`src/rtl/burst_addr_port.sv`:
```
module burst_addr_port #(
  parameter int AW = 15
) (
  input  logic          clk,
  input  logic          rst_n,
  input  logic [AW-1:0] ext_addr,
  input  logic          strobe_n,
  input  logic          step_n,
  input  logic          zero_n,
  input  logic          acc_req,
  output logic [AW-1:0] acc_addr,
  output logic          acc_go
);

  localparam logic [AW-1:0] ONE  = AW'(1);
  localparam logic [AW-1:0] ZERO = '0;

  logic [AW-1:0] addr_q;
  logic [AW-1:0] addr_d;
  logic          go_q;

  always_comb begin
    if (!zero_n)        addr_d = ZERO;
    else if (!strobe_n) addr_d = ext_addr;
    else if (!step_n)   addr_d = addr_q + ONE;
    else                addr_d = addr_q;
  end

  always_ff @(posedge clk or negedge rst_n) begin
    if (!rst_n) begin
      addr_q <= ZERO;
      go_q   <= 1'b0;
    end else begin
      addr_q <= addr_d;
      go_q   <= acc_req;
    end
  end

  assign acc_addr = addr_q;
  assign acc_go   = go_q;

  always_comb begin
    if (!rst_n) begin
      assert_reset_idle_R1: assert (acc_addr == ZERO && !acc_go);
    end
  end

  assert_clear_wins_R2: assert property (@(posedge clk) disable iff (!rst_n)
    !zero_n |=> acc_addr == ZERO);

  assert_load_ext_R3: assert property (@(posedge clk) disable iff (!rst_n)
    zero_n && !strobe_n |=> acc_addr == $past(ext_addr));

  assert_step_up_R4: assert property (@(posedge clk) disable iff (!rst_n)
    zero_n && strobe_n && !step_n |=> acc_addr == $past(acc_addr) + ONE);

  assert_hold_R5: assert property (@(posedge clk) disable iff (!rst_n)
    zero_n && strobe_n && step_n |=> $stable(acc_addr));

  assert_wrap_R6: assert property (@(posedge clk) disable iff (!rst_n)
    zero_n && strobe_n && !step_n && (&acc_addr) |=> acc_addr == ZERO);

  assert_go_follows_R7: assert property (@(posedge clk) disable iff (!rst_n)
    acc_req |=> acc_go);

  assert_go_drops_R7: assert property (@(posedge clk) disable iff (!rst_n)
    !acc_req |=> !acc_go);

endmodule

```
`config.mk`:
```
export PLATFORM = sky130hd
export DESIGN_NAME = burst_addr_port
export DESIGN_NICKNAME = d
export VERILOG_FILES = /design/src/rtl/burst_addr_port.sv
export SDC_FILE = /design/constraint.sdc
export NUM_CORES = 1
export LEC_CHECK = 0
export ABC_AREA = 1
export BUFFER_PORTS_ARGS = -buffer_cell sky130_fd_sc_hd__buf_2
export CAP_MARGIN = 30
export CORE_AREA = 4 4 55 57
export DETAILED_ROUTE_END_ITERATION = 8
export DIE_AREA = 0 0 59 61
export PLACE_DENSITY = 0.79
export SYNTH_ARGS = -nofsm -noshare
export SYNTH_HDL_FRONTEND = slang
export SYNTH_SLANG_ARGS = --single-unit
```
`constraint.sdc`:
```
create_clock -name clk -period 1.2 [get_ports clk]
set_input_delay 0.12 -clock clk [delete_from_list [all_inputs] [get_ports clk]]
set_output_delay 0.12 -clock clk [all_outputs]
set_load 0.01 [all_outputs]
```
; ---- Word-level counts from Yosys, hierarchy flattened
; Cells that the tools add are included.
[totals]
out_inout_bits = 16
elab_cells = 7
inputBits = 21
register_bits = 16
[classes]
muxes = 3
eq_ne = 1
addsub = 1
[ops]
columns = cell, n
row1 = 15-bit 2-to-1 mux, 3
row2 = "15-bit by 1-bit adder with 15-bit output, second input constant", 1
row3 = "3-bit inequality test, second input constant", 1

; ---- Logic depth before layout (Yosys ltp)
[depth]
depth_word = 4
depth_mapped = 8
depth_no_buf = 8

; ---- Worst setup path after synthesis
; Ideal clock, no wire load.
[synth_path]
path_type = flip-flop to flip-flop
startpoint = register addr_q[1], in the netlist acc_addr[1]
endpoint = register addr_q[10], in the netlist acc_addr[10]
period_less_slack_ns = 1.312
required_ns = 1.084
arrival_ns = 1.196
setup_ns = 0.116
stages_incl_launch_ff = 9
slack_ns = -0.112
path_buffers = 0
path_cell_list = dfrtp_1 -> ha_1 -> nand2_1 -> nor2_2 -> nand2_1 -> o21bai_1 -> nand3_1 -> nand2_1 -> nand2_1
[synth_via]
elab_chain_cells = 4
[synth_rtl]
columns = element, line_no
row1 = from (decl), 18  ; logic [AW-1:0] addr_q;
row2 = from (signal assigned), 34  ; addr_q <= addr_d;
row3 = 15-bit by 1-bit adder with 15-bit output, 25  ; else if (!step_n) addr_d = addr_q + ONE;
row4 = 15-bit 2-to-1 mux, 25
row5 = 15-bit 2-to-1 mux, 24  ; else if (!strobe_n) addr_d = ext_addr;
row6 = 15-bit 2-to-1 mux, 23  ; if (!zero_n) addr_d = ZERO;
; Every way passes these cells. The select of a mux whose other input is x is not followed.
; A chain may end at the register's enable or synchronous reset.

; ---- Worst setup path in the final report
[layout_path]
startpoint = register addr_q[0], in the netlist acc_addr[0]
endpoint = register addr_q[4], in the netlist acc_addr[4]
; The elaborated chain is that of the path after synthesis.

==> impl_metrics.env <==
export IMPL_drt_iter0_drc=55
export IMPL_mostFrequentLayoutCell="nand2_1"
export IMPL_post_route_util=0.634
export IMPL_r2r_slack_ps=-140
export IMPL_nets=249
export IMPL_clockRootBuffer="clkbuf_4"
export IMPL_p_leak_nw=0.810
export IMPL_io_pins=37
export IMPL_drc=0
export IMPL_hp_class="in2reg"
export IMPL_use_met1=0.218
export IMPL_numPortBuffers=36
export IMPL_grt_pass1_wl_mm=4.98
export IMPL_chipWidth_um=59
export IMPL_grt_usage=0.182
export IMPL_num_vias=1258
export IMPL_syn2layout_area_growth_pct=44.4
export IMPL_cellPowerDensity_nw_per_um2=877
export IMPL_antennaDiodeCount=0
export IMPL_numCtsBuffers=3
export IMPL_grt_busiest_layer="met2"
export IMPL_drt_vias_per_instance=4.91
export IMPL_critPathCaptureType="flop"
export IMPL_slew_viol_final=0
export IMPL_nFillCells=246
export IMPL_rsz0062_at_grt="true"
export IMPL_final_cell_mix="nand2_1 (51), buf_2 (36), nor2_1 (30), buf_4 (23), dfrtp_1 (15)"
export IMPL_maxCapViolations=0
export IMPL_setup_slack_ps=-141
export IMPL_synth_nets=188
export IMPL_crit_arrival_ps=1510
export IMPL_path_cells="ha_2 -> nand3_2 -> xor2_1 -> o21ai_0 -> o21ai_1"
export IMPL_place_gp_congestion=0.795
export IMPL_dieArea_um2=3600
export IMPL_cpPeakStageDelay_ps=400
export IMPL_finalSetupViolations=11
export IMPL_cts_buffer_depth=2
export IMPL_ant_nets=0
export IMPL_met3_usage=0.0277
export IMPL_routed_wl_mm=3.14
export IMPL_critical_path_class="reg2reg"
export IMPL_post_route_period_util=1.12
export IMPL_drtPass1Iterations=4
export IMPL_placementRows=18
export IMPL_hold_violations=0
export IMPL_min_period_ps=1340
export IMPL_hpwl_mm=2.16
export IMPL_grt_max_degree=17
export IMPL_synth_area_per_cell_um2=6.56
export IMPL_synth_area_um2=1090
export IMPL_ir_drop_mv=0.606
export IMPL_synth_distinct_cells=19
export IMPL_synth_top_cell_area_share=0.368
export IMPL_synth_enable_flop_cells=0
export IMPL_ys_flop_type="dfrtp_1"
export IMPL_met2_usage=0.326
export IMPL_worstMarginPinSlew_ps=408
export IMPL_htree_levels=1
export IMPL_start_util=0.439
export IMPL_wire_per_inst_um=12.3
export IMPL_ys_ff_latch=16
export IMPL_finClkSkew_ps=9.02
export IMPL_holdWs_ps=103
export IMPL_ys_seq_area_frac=0.368
export IMPL_synthTopCellsByArea="dfrtp_1 (37%), nand2_1 (20%), nor2_1 (11%)"
export IMPL_yosysWarnings=0
export IMPL_setup_tns_ps=-941
export IMPL_placed_cells=243
export IMPL_die_h_um=61
export IMPL_gr_total_overflow=0
export IMPL_crit_path_start_kind="flop"
export IMPL_fmaxAchievable_mhz=746
export IMPL_yosys_area_top_type="dfrtp_1"
export IMPL_slew_headroom=0.728
export IMPL_async_reset_ff_frac=1.00
export IMPL_status="finished, violations left"
export IMPL_clkTransAtPathRegs_ps=100
export IMPL_cp_required_ps=1370
export IMPL_cts_tree="done"
export IMPL_core_area_um2=2480
export IMPL_worst_path_max_delay_cell="dfrtp_1"
export IMPL_critPathMaxFanout=3
export IMPL_antenna_found_initial=0
export IMPL_violations="setup timing"
export IMPL_drive_gt1_frac=0.367
export IMPL_postSynthCellCount=166
export IMPL_clock_latency_ps=300
export IMPL_layoutNonFillerInstCount=256
export IMPL_grt_pass1_vias=1192
export IMPL_power_mw=1.38
export IMPL_cts_sinks=16
-- metal layers --
layer / share of wire / vias to the layer above / wire length, µm
li1: - / 641 / -
met1: 0.41 / 564 / 1290
met2: 0.51 / 47 / 1600
met3: 0.065 / 6 / 205
met4: 0.017 / 0 / 52
met5: 0 / - / 0
-- layout make-up --
class	instances	area (µm²)	area share
clock buffers	4	36.3	0.0231
inverters	13	48.8	0.0311
multi-input cells	132	674	0.429
flip-flops and latches	16	402	0.256
well taps	30	37.5	0.0239
repair buffers	61	373	0.237
-- through the flow --
step           cell area [µm²]  setup WS (ps)
2_1_floorplan             1090           -112
3_3_place_gp              1390          -79.2
3_5_place_dp              1390           -133
4_1_cts                   1520           -118
5_1_grt                   1570           -216
6_report                  1570           -141
-- what timing repair did --
action,in CTS,in global routing
hold buffers,2,0
endpoints found under the hold margin,17,0
pin swaps,4,13
gates resized for setup,13,9
endpoints found under the setup margin,11,14
setup buffers,5,3
-- power by group --
group	switching (mW)	internal, mW
logic	0.198	0.177
registers	0.0465	0.580
clock network	0.192	0.185
-- Yosys cell counts (2+ instances only) --
| cell type | n |
|---|---|
| nor2_1 | 32 |
| dfrtp_1 | 16 |
| o21ai_0 | 5 |
| buf_2 | 3 |
| inv_1 | 13 |
| o21bai_1 | 2 |
| nor2_2 | 5 |
| nand3_1 | 13 |
| o31ai_1 | 2 |
| nand2_1 | 57 |
| nand4_1 | 6 |
| xnor2_1 | 2 |
| xor2_1 | 4 |
-- final timing paths --
path / start / end / depth (start not counted)
max: acc_addr[0] / acc_addr[4] / 5
max reg2reg: acc_addr[0] / acc_addr[4] / 5
min reg2reg: acc_addr[14] / acc_addr[14] / 2
min in group asynchronous: rst_n / acc_addr[14] / 2
min: ext_addr[1] / acc_addr[1] / 3
max in group asynchronous: rst_n / acc_addr[2] / 2
-- sequential cells by signal (all words and copies together) (netlist names) --
signal,count
acc_addr,15
acc_go,1
-- kinds of logic (layout without fill, tap and decap cells) --
family,Yosys count,after routing,share of synthesized area
adder cells (fa/ha/maj),1,1,0.0115
XOR/XNOR,6,6,0.0483
AND/OR/NAND/NOR,114,114,0.436
buffers and inverters,18,78,0.0759
flip-flops,16,16,0.368
AO/OA/AOI/OAI,11,11,0.0609
-- worst max-delay path: cells and delay by family, from the launching register on --
kind                       cells  cell delay, ps
xor gates and xnor gates       1             170
DFF                            1             400
adders and majority gates      1             230
and+or+nand+nor                1             120
AOI/OAI and AO/OA              2             300
No activity file was read; power rests on OpenSTA's default activity.
